==> src/rtl/nvcfg_pkg.sv <==
`timescale 1ns/1ps
package nvcfg_pkg;
  localparam logic [1:0] A_MODE = 2'd0;
  localparam logic [1:0] A_CMD  = 2'd1;
  localparam logic [1:0] A_STAT = 2'd2;

  localparam logic [3:0] OP_SETGP  = 4'hB;
  localparam logic [3:0] OP_CLRGP  = 4'hD;
  localparam logic [3:0] OP_SETSEC = 4'hF;

  localparam int ST_RDY = 0;
  localparam int ST_ERR = 3;
  localparam int ST_SEC = 4;
  localparam int ST_GP  = 8;

  localparam int KEY_LSB = 24;
  localparam int IDX_LSB = 8;
  localparam int IDX_FW  = 10;
endpackage

==> src/rtl/nvcfg_cmd_dec.sv <==
`timescale 1ns/1ps
module nvcfg_cmd_dec
  import nvcfg_pkg::*;
#(
  parameter int          NUM_GP = 3,
  parameter logic [7:0]  KEY    = 8'h5A,
  localparam int         IDX_W  = (NUM_GP > 1) ? $clog2(NUM_GP) : 1
) (
  input  logic [31:0]      word,
  output logic             key_ok,
  output logic             op_ok,
  output logic             in_range,
  output logic [3:0]       op,
  output logic [IDX_W-1:0] idx
);
  localparam logic [IDX_FW-1:0] IDX_LIM = IDX_FW'(NUM_GP);

  logic [IDX_FW-1:0] idx_field;

  assign idx_field = word[IDX_LSB +: IDX_FW];
  assign op        = word[3:0];
  assign key_ok    = (word[KEY_LSB +: 8] == KEY);
  assign op_ok     = (op == OP_SETGP) || (op == OP_CLRGP) || (op == OP_SETSEC);
  assign in_range  = (idx_field < IDX_LIM);
  assign idx       = idx_field[IDX_W-1:0];
endmodule

==> src/rtl/nvcfg_timer.sv <==
`timescale 1ns/1ps
module nvcfg_timer #(
  parameter int BUSY_CYCLES = 16,
  localparam int CNT_W = (BUSY_CYCLES > 1) ? $clog2(BUSY_CYCLES) : 1
) (
  input  logic clk,
  input  logic rst,
  input  logic start,
  input  logic abort,
  output logic busy,
  output logic done
);
  logic [CNT_W-1:0] cnt_q;

  always_ff @(posedge clk) begin
    if (rst) begin
      busy  <= 1'b0;
      cnt_q <= '0;
    end else if (abort) begin
      busy  <= 1'b0;
      cnt_q <= '0;
    end else if (start) begin
      busy  <= 1'b1;
      cnt_q <= CNT_W'(BUSY_CYCLES - 1);
    end else if (busy) begin
      if (cnt_q == '0) busy  <= 1'b0;
      else             cnt_q <= cnt_q - 1'b1;
    end
  end

  assign done = busy && (cnt_q == '0);
endmodule

==> src/rtl/nvcfg_bits.sv <==
`timescale 1ns/1ps
module nvcfg_bits
  import nvcfg_pkg::*;
#(
  parameter int  NUM_GP = 3,
  localparam int IDX_W  = (NUM_GP > 1) ? $clog2(NUM_GP) : 1
) (
  input  logic              clk,
  input  logic              rst,
  input  logic              start,
  input  logic [3:0]        op,
  input  logic [IDX_W-1:0]  idx,
  input  logic              in_range,
  input  logic              done,
  input  logic              erase_go,
  output logic [NUM_GP-1:0] gp_q,
  output logic              sec_q,
  output logic              wiping
);
  logic [3:0]       pend_op;
  logic [IDX_W-1:0] pend_idx;
  logic             pend_hit;

  always_ff @(posedge clk) begin
    if (rst) begin
      gp_q     <= '0;
      sec_q    <= 1'b0;
      wiping   <= 1'b0;
      pend_op  <= '0;
      pend_idx <= '0;
      pend_hit <= 1'b0;
    end else if (erase_go) begin
      gp_q   <= '0;
      wiping <= 1'b1;
    end else if (wiping) begin
      sec_q  <= 1'b0;
      wiping <= 1'b0;
    end else begin
      if (start) begin
        pend_op  <= op;
        pend_idx <= idx;
        pend_hit <= in_range;
      end
      if (done) begin
        case (pend_op)
          OP_SETGP:  if (pend_hit) gp_q[pend_idx] <= 1'b1;
          OP_CLRGP:  if (pend_hit) gp_q[pend_idx] <= 1'b0;
          OP_SETSEC: sec_q <= 1'b1;
          default:   ;
        endcase
      end
    end
  end
endmodule

==> src/rtl/nvcfg_ctrl.sv <==
`timescale 1ns/1ps
module nvcfg_ctrl
  import nvcfg_pkg::*;
#(
  parameter int         NUM_GP      = 3,
  parameter int         BUSY_CYCLES = 16,
  parameter logic [7:0] KEY         = 8'h5A
) (
  input  logic        clk,
  input  logic        rst,
  input  logic        wr_en,
  input  logic [1:0]  wr_addr,
  input  logic [31:0] wr_data,
  input  logic        rd_en,
  input  logic [1:0]  rd_addr,
  output logic [31:0] rd_data,
  input  logic        erase_req,
  input  logic        arr_rd_req,
  output logic        arr_rd_ack,
  output logic        irq,
  output logic        debug_lock
);
  localparam int IDX_W = (NUM_GP > 1) ? $clog2(NUM_GP) : 1;

  logic              key_ok, op_ok, in_range;
  logic [3:0]        op;
  logic [IDX_W-1:0]  idx;
  logic              busy, done, wiping, sec_q;
  logic [NUM_GP-1:0] gp_q;
  logic              ien_q, err_q;
  logic              cmd_wr, erase_go, blocked, accept, fault, stat_rd;
  logic [31:0]       stat_w;

  nvcfg_cmd_dec #(.NUM_GP(NUM_GP), .KEY(KEY)) dec_i (
    .word(wr_data), .key_ok(key_ok), .op_ok(op_ok),
    .in_range(in_range), .op(op), .idx(idx)
  );

  assign cmd_wr   = wr_en && (wr_addr == A_CMD);
  assign erase_go = erase_req && !wiping;
  assign blocked  = busy || wiping || erase_go;
  assign accept   = cmd_wr && key_ok && op_ok && !blocked;
  assign fault    = cmd_wr && (!(key_ok && op_ok) || blocked);
  assign stat_rd  = rd_en && (rd_addr == A_STAT);

  nvcfg_timer #(.BUSY_CYCLES(BUSY_CYCLES)) tmr_i (
    .clk(clk), .rst(rst), .start(accept), .abort(erase_go),
    .busy(busy), .done(done)
  );

  nvcfg_bits #(.NUM_GP(NUM_GP)) bits_i (
    .clk(clk), .rst(rst), .start(accept), .op(op), .idx(idx),
    .in_range(in_range), .done(done), .erase_go(erase_go),
    .gp_q(gp_q), .sec_q(sec_q), .wiping(wiping)
  );

  always_comb begin
    stat_w                   = '0;
    stat_w[ST_RDY]           = !busy;
    stat_w[ST_ERR]           = err_q;
    stat_w[ST_SEC]           = sec_q;
    stat_w[ST_GP +: NUM_GP]  = gp_q;
  end

  always_ff @(posedge clk) begin
    if (rst) begin
      ien_q      <= 1'b0;
      err_q      <= 1'b0;
      rd_data    <= '0;
      arr_rd_ack <= 1'b0;
    end else begin
      if (wr_en && (wr_addr == A_MODE)) ien_q <= wr_data[0];
      if (fault)        err_q <= 1'b1;
      else if (stat_rd) err_q <= 1'b0;
      if (rd_en) begin
        case (rd_addr)
          A_MODE:  rd_data <= {31'd0, ien_q};
          A_STAT:  rd_data <= stat_w;
          default: rd_data <= '0;
        endcase
      end
      arr_rd_ack <= arr_rd_req;
    end
  end

  assign irq        = !busy && ien_q;
  assign debug_lock = sec_q;
endmodule

==> config.mk <==
export PLATFORM = sky130hd
export DESIGN_NAME = nvcfg_ctrl
export DESIGN_NICKNAME = d
export VERILOG_FILES = /design/src/rtl/nvcfg_pkg.sv /design/src/rtl/nvcfg_cmd_dec.sv /design/src/rtl/nvcfg_timer.sv /design/src/rtl/nvcfg_bits.sv /design/src/rtl/nvcfg_ctrl.sv
export SDC_FILE = /design/constraint.sdc
export NUM_CORES = 1
export LEC_CHECK = 0
export ABC_AREA = 1
export BUFFER_PORTS_ARGS = -buffer_cell sky130_fd_sc_hd__buf_2
export CORE_ASPECT_RATIO = 1.1
export CORE_UTILIZATION = 45
export CTS_CLUSTER_SIZE = 10
export DETAILED_ROUTE_END_ITERATION = 8
export GPL_TIMING_DRIVEN = 0
export PLACE_DENSITY = 0.84
export SLEW_MARGIN = 20
export SYNTH_ARGS = -nofsm -noshare
export SYNTH_HDL_FRONTEND = slang
export SYNTH_SLANG_ARGS = --single-unit
==> constraint.sdc <==
create_clock -name clk -period 3.91 [get_ports clk]
set_input_delay 0.782 -clock clk [delete_from_list [all_inputs] [get_ports clk]]
set_output_delay 0.782 -clock clk [all_outputs]
set_load 0.01 [all_outputs]
# Yosys cells after proc, flatten, opt, wreduce, memory -nomap -nowiden
# Cells that the tools add are included.
[op_classes] n_eq_ne=12 mux=18 reduce_logical=34 bitwise=5 n_addsub=1 order_cmp=3
[op_table] operator="equality test 4 bit, second input constant" n=6
[op_table] operator="one-hot mux 11 bit (2 select lines)" n=1
[op_table] operator="logical AND 1 bit" n=12
[op_table] operator="2-to-1 mux 4 bit" n=3
[op_table] operator="less-than comparator 10 x 2 -> 1 bit, second input constant" n=1
[op_table] operator="2-to-1 mux 1 bit" n=10
[op_table] operator="nonzero test 2 bit" n=5
[op_table] operator="equality test 8 x 7 -> 1 bit, second input constant" n=1
[op_table] operator="2-to-1 mux 3 bit" n=2
[op_table] operator="one-hot mux 3 bit (2 select lines)" n=1
[op_table] operator="AND reduction 3 bit" n=2
[op_table] operator="logical OR 1 bit" n=5
[op_table] operator="AND reduction 5 bit" n=1
[op_table] operator="zero test 1 bit" n=4
[op_table] operator="zero test 2 bit" n=2
[op_table] operator="zero test 4 bit" n=1
[op_table] operator="inequality test 2 x 1 -> 1 bit, second input constant" n=2
[op_table] operator="subtractor 4 x 1 -> 4 bit, second input constant" n=1
[op_table] operator="bitwise AND 3 bit" n=1
[op_table] operator="less-than comparator 2 x 3 -> 1 bit, second input constant" n=1
[op_table] operator="NOT 3 bit" n=1
[op_table] operator="bitwise OR 3 bit" n=1
[op_table] operator="demux 1 bit (select 2 bit)" n=1
[op_table] operator="equality test 2 x 1 -> 1 bit, second input constant" n=1
[op_table] operator="other kinds (6)" n=7
[word_totals] inputBits=42 ff_bits=52

# Logic depth before layout (Yosys ltp)
[depth] word_depth=8 mapped_depth=10 ltp_nobuf=10

# Modules after synthesis
# A second synthesis with hierarchy kept.
[unflattened] cells_unflattened=228 area_unflattened_um2=1556.5
[modules_own_cells] module="nvcfg_ctrl" seq_area_each_um2=180.2 instances=1 area_per_inst_um2=605.6 cells_per_inst=82
[modules_own_cells] module="nvcfg_bits" seq_area_each_um2=240.2 instances=1 area_per_inst_um2=571.8 cells_per_inst=82
[modules_own_cells] module="nvcfg_timer" seq_area_each_um2=100.1 instances=1 area_per_inst_um2=270.3 cells_per_inst=42
[modules_own_cells] module="nvcfg_cmd_dec" seq_area_each_um2=0.0 instances=1 area_per_inst_um2=108.9 cells_per_inst=22

# Worst setup path before layout
# No wires, ideal clock.
[synth_path] path_kind="input-to-reg" from="input wr_data[24]" to="register bits_i.pend_idx[0]" t_required_ps=3846 arrival_ps=1466 cell_stages=8 slack_ps=2380 n_path_buf=1 cell_sequence="nor2_1 > nand2_1 > nor2_1 > nand3_2 > buf_6 > nand2_1 > nand2_1 > nor2_1"
[synth_via] elab_chain_len=5
[synth_lines] item="from (decl)" line_no="nvcfg_ctrl.sv:13" rtl="input logic [31:0] wr_data,"
[synth_lines] item="equality test 8 x 7 -> 1 bit" line_no="nvcfg_cmd_dec.sv:22" rtl="assign key_ok = (word[KEY_LSB +: 8] == KEY);"
[synth_lines] item="logical AND 1 bit (3 in series)" line_no="nvcfg_ctrl.sv:42" rtl="assign accept = cmd_wr && key_ok && op_ok && !blocked;"
[synth_lines] item="AND reduction 3 bit (no line)"
[synth_lines] item="to (signal assigned)" line_no="nvcfg_bits.sv:41" rtl="pend_idx <= idx;"
[synth_lines] item="to (decl)" line_no="nvcfg_bits.sv:21" rtl="logic [IDX_W-1:0] pend_idx;"
# Every way passes these cells.
# A chain may end at the register's enable or synchronous reset.

# Worst setup path after layout
[layout_path] from="register tmr_i.busy" to="output irq"
[layout_via] elab_chain_len=2
[layout_lines] item="from (decl)" line_no="nvcfg_timer.sv:10" rtl="output logic busy,"
[layout_lines] item="from (signal assigned)" line_no="nvcfg_timer.sv:17" rtl="busy <= 1'b0;"
[layout_lines] item="from (signal assigned)" line_no="nvcfg_timer.sv:20" rtl="busy <= 1'b0;"
[layout_lines] item="from (signal assigned)" line_no="nvcfg_timer.sv:23" rtl="busy <= 1'b1;"
[layout_lines] item="zero test 1 bit" line_no="nvcfg_ctrl.sv:86" rtl="assign irq = !busy && ien_q;"
[layout_lines] item="logical AND 1 bit" line_no="nvcfg_ctrl.sv:86"
[layout_lines] item="to (decl)" line_no="nvcfg_ctrl.sv:20" rtl="output logic irq,"
# Every way passes these cells.

==> impl_results.html <==
<table>
<tr><th>Metric</th><th>Value</th></tr>
<tr><th colspan="2">Status</th></tr>
<tr><td>Result of the run</td><td>finished, final reports clean</td></tr>
<tr><th colspan="2">Logic synthesis</th></tr>
<tr><td>Main combinational cell family by area after synthesis</td><td>simple AND/OR/NAND/NOR gates</td></tr>
<tr><td>Post-synthesis compound-gate area fraction</td><td>7.36%</td></tr>
<tr><td>Synthesized-area fraction occupied by and/or/nand/nor cells</td><td>32.0%</td></tr>
<tr><td>Syn. warnings</td><td>0</td></tr>
<tr><td>Fraction of post-synthesis cell area in the top cell type by area</td><td>36.0%</td></tr>
<tr><td>Top area cells in the synthesized netlist</td><td>sky130_fd_sc_hd__dfxtp_1 36%, sky130_fd_sc_hd__buf_4 14%, sky130_fd_sc_hd__nand2_1 13%</td></tr>
<tr><td>Number of synthesized register bits</td><td>26</td></tr>
<tr><td>XOR/XNOR share of the synthesized area</td><td>0.606%</td></tr>
<tr><td>Distinct cell type count after synthesis</td><td>21</td></tr>
<tr><td>Adder-Cell Fraction of Synth Area</td><td>0.866%</td></tr>
<tr><td>Most area-hungry cell type in the Yosys netlist</td><td>sky130_fd_sc_hd__dfxtp_1</td></tr>
<tr><td>Mapped Cells</td><td>between 200 and 250</td></tr>
<tr><td>Mux share of post-synthesis cell area</td><td>0%</td></tr>
<tr><td>Sequential area share after synthesis</td><td>36.0%</td></tr>
<tr><td>Synthesized area</td><td>around 1400 um2</td></tr>
<tr><td>Synthesized area per cell</td><td>6.60 um2</td></tr>
<tr><th colspan="2">Clocking</th></tr>
<tr><td>Clk slew on worst S/H paths</td><td>0.13 ns</td></tr>
<tr><td>Number of buffers inserted to repair setup after CTS</td><td>0</td></tr>
<tr><td>CTS tree</td><td>built</td></tr>
<tr><td>Total of cells resized after clock tree synthesis</td><td>0</td></tr>
<tr><td>Max Buffers Root-to-Sink</td><td>2</td></tr>
<tr><td>CTS H-tree depth</td><td>1</td></tr>
<tr><td>TritonCTS buffer count</td><td>3</td></tr>
<tr><td>Latest clock arrival within the worst-skew pair</td><td>0.33 ns</td></tr>
<tr><td>Root Driver</td><td>sky130_fd_sc_hd__clkbuf_4</td></tr>
<tr><td>Count of clock tree sinks</td><td>26</td></tr>
<tr><td>Count of hold buffers inserted by post-cts repair</td><td>0</td></tr>
<tr><th colspan="2">Floorplan</th></tr>
<tr><td>DIE HEIGHT</td><td>61.4 um</td></tr>
<tr><td>Die extent in x</td><td>between 50 and 60 um</td></tr>
<tr><td>I/O pins</td><td>77</td></tr>
<tr><td>Rows</td><td>21</td></tr>
<tr><td>Effective utilization at floorplan</td><td>between 40% and 50%</td></tr>
<tr><td>DIE AREA</td><td>roughly 3400 um2</td></tr>
<tr><td>Core box area</td><td>3050 um2</td></tr>
<tr><th colspan="2">Cells and area</th></tr>
<tr><td>Fraction of final layout cells sized beyond drive strength 1</td><td>26.1%</td></tr>
<tr><td>Post-Layout Cell Count</td><td>321</td></tr>
<tr><td>Most common cell after layout, fill and taps aside</td><td>sky130_fd_sc_hd__nand2_1</td></tr>
<tr><td>Commonest non-fill, non-tap cells in the layout</td><td>51 x sky130_fd_sc_hd__nand2_1, 39 x sky130_fd_sc_hd__buf_2, 35 x sky130_fd_sc_hd__nor2_1</td></tr>
<tr><td>Antenna cells</td><td>0</td></tr>
<tr><td>Number of nets in the layout</td><td>~330</td></tr>
<tr><td>Syn-to-layout area delta</td><td>25.5%</td></tr>
<tr><th colspan="2">Place</th></tr>
<tr><td>Post-DP HPWL</td><td>2180 um</td></tr>
<tr><td>Placed Cells</td><td>317</td></tr>
<tr><td>PortBufs</td><td>39</td></tr>
<tr><td>Final RePlAce weighted congestion</td><td>~0.8</td></tr>
<tr><th colspan="2">Detailed routing</th></tr>
<tr><td>Antenna viol nets, final</td><td>0</td></tr>
<tr><td>Total number of vias</td><td>1390</td></tr>
<tr><td>Via density per instance</td><td>4.33</td></tr>
<tr><td>Total wire length</td><td>2600 um</td></tr>
<tr><td>First-pass detailed-route iteration total</td><td>4</td></tr>
<tr><td>Routed WL per cell</td><td>8.11 um</td></tr>
<tr><td>Drc violations</td><td>0</td></tr>
<tr><td>Number of DRC violations after detailed-routing iteration 0</td><td>31</td></tr>
<tr><th colspan="2">Global route</th></tr>
<tr><td>Largest net degree at the start of global routing</td><td>15</td></tr>
<tr><td>Global route overflow</td><td>0</td></tr>
<tr><td>Global routing usage summed across all routing layers</td><td>between 15 and 20%</td></tr>
<tr><td>Wire length of the first global-routing pass</td><td>between 4000 and 5000 um</td></tr>
<tr><td>Number of antenna violations at the first check in global routing</td><td>0</td></tr>
<tr><td>Via count of the first global-routing pass</td><td>1158</td></tr>
<tr><th colspan="2">Pwr</th></tr>
<tr><td>Worst supply voltage drop on vdd</td><td>162 uV</td></tr>
<tr><td>Leakage</td><td>0.00100 uW</td></tr>
<tr><td>Power Density</td><td>around 260 nW/um2</td></tr>
<tr><td>Total power</td><td>475 uW</td></tr>
<tr><th colspan="2">Timing</th></tr>
<tr><td>Total of endpoints with negative setup slack in the final report</td><td>0</td></tr>
<tr><td>Worst setup skew after layout</td><td>0.00253 ns</td></tr>
<tr><td>Total negative slack</td><td>0 ns</td></tr>
<tr><td>Final Hold Slack</td><td>0.470 ns</td></tr>
<tr><td>Peak Freq</td><td>0.571 GHz</td></tr>
<tr><td>Final number of hold-violating endpoints</td><td>0</td></tr>
<tr><td>Final cycle utilization of the critical path</td><td>44.8%</td></tr>
<tr><td>Pins over their slew limit</td><td>0</td></tr>
<tr><td>Post-layout minimum cycle time</td><td>1.75 ns</td></tr>
<tr><td>Setup repair after global routing missed its margin</td><td>false</td></tr>
<tr><th colspan="2">Setup path</th></tr>
<tr><td>Crit path kind</td><td>register to output port</td></tr>
<tr><td>Crit Path Max Fanout</td><td>5</td></tr>
<tr><td>Req. time, crit path</td><td>3.13 ns</td></tr>
<tr><td>Worst path cell trace</td><td>nor2_1 -&gt; buf_2</td></tr>
<tr><td>Critical Path Max Stage Delay</td><td>0.44 ns</td></tr>
<tr><td>Cell with the biggest individual delay on the critical path</td><td>sky130_fd_sc_hd__dfxtp_1</td></tr>
<tr><td>Worst setup EP type</td><td>output port</td></tr>
<tr><td>Arrival time reported for the critical path endpoint</td><td>0.97 ns</td></tr>
<tr><td>Sort of element at the start of the critical path</td><td>register</td></tr>
<tr><th colspan="2">Flow run</th></tr>
<tr><td>Max Cap Viol</td><td>0</td></tr>
<tr><th colspan="2">Worst hold path</th></tr>
<tr><td>Path category of the worst min-delay check</td><td>register to register</td></tr>
</table>
routing by layer:
metal	track usage [%]	share of wire (%)
met4	9.41	2.4
met5	0	0
met3	2.10	7.0
met1	16.9	45
met2	33.2	46
stage by stage:
stage                     utilization [%]  area [um2]  worst slack (ns)
after floorplan                         -        1540              2.38
after global placement               58.3        1780              2.18
after detailed placement             58.3        1780              2.13
after CTS                            59.5        1810              2.15
after global routing                 59.5        1810              2.11
final                                59.5        1810              2.16
cell families (layout without fill, tap and decap cells):
| kind of cell | count (synthesis) | count (layout) |
|---|---|---|
| xor+xnor | 1 | 1 |
| other cells | 1 | 26 |
| compound gates | 20 | 20 |
| flops | 26 | 26 |
| buf+inv | 60 | 103 |
| fa+ha+maj | 1 | 1 |
| simple gates | 110 | 110 |
path summary, 6_finish.rpt:
kind | cells after the start | end | slack [ns] | startpoint
max | 2 | irq | 2.16 | tmr_i.busy
min | 2 | rd_data[0] | 0.47 | rd_data[0]
max reg2reg | 10 | tmr_i.cnt_q[3] | 2.47 | tmr_i.cnt_q[0]
min reg2reg | 2 | rd_data[0] | 0.47 | rd_data[0]
cell usage after synthesis:
| cell type | instances |
|---|---|
| sky130_fd_sc_hd__a21oi_1 | 16 |
| sky130_fd_sc_hd__a311oi_1 | 1 |
| sky130_fd_sc_hd__buf_4 | 26 |
| sky130_fd_sc_hd__buf_6 | 1 |
| sky130_fd_sc_hd__clkbuf_1 | 2 |
| sky130_fd_sc_hd__conb_1 | 1 |
| sky130_fd_sc_hd__dfxtp_1 | 26 |
| sky130_fd_sc_hd__ha_1 | 1 |
| sky130_fd_sc_hd__inv_1 | 30 |
| sky130_fd_sc_hd__inv_2 | 1 |
| sky130_fd_sc_hd__nand2_1 | 51 |
| sky130_fd_sc_hd__nand3_1 | 14 |
| sky130_fd_sc_hd__nand3_2 | 2 |
| sky130_fd_sc_hd__nand4_1 | 3 |
| sky130_fd_sc_hd__nor2_1 | 35 |
| sky130_fd_sc_hd__nor2_2 | 1 |
| sky130_fd_sc_hd__nor3_1 | 3 |
| sky130_fd_sc_hd__nor3_2 | 1 |
| sky130_fd_sc_hd__o211ai_1 | 1 |
| sky130_fd_sc_hd__o21ai_0 | 2 |
| sky130_fd_sc_hd__xor2_1 | 1 |
critical path: cells and delay by family, from the launching register on:
| family | cells | cell delay [ns] |
|---|---|---|
| and+or+nand+nor | 1 | 0.07 |
| buffers and inverters | 1 | 0.14 |
| DFF | 1 | 0.44 |
cell type report:
type	instances	area [um2]
multi-input cells	158	688
well taps	34	42.5
inverters	31	116
flip-flops and latches	26	520
plain buffers	29	214
repair buffers	39	195
fillers	307	1230
clock buffers	4	36.3
where the power goes:
part,leakage (uW),internal (uW),switching [uW]
Combinational,0.000770,34.4,36.2
Sequential,0.000210,268,1.58
Clock,0.0000210,57.1,78.0
Total,0.00100,359,116
(Power assumes the default switching activity.)
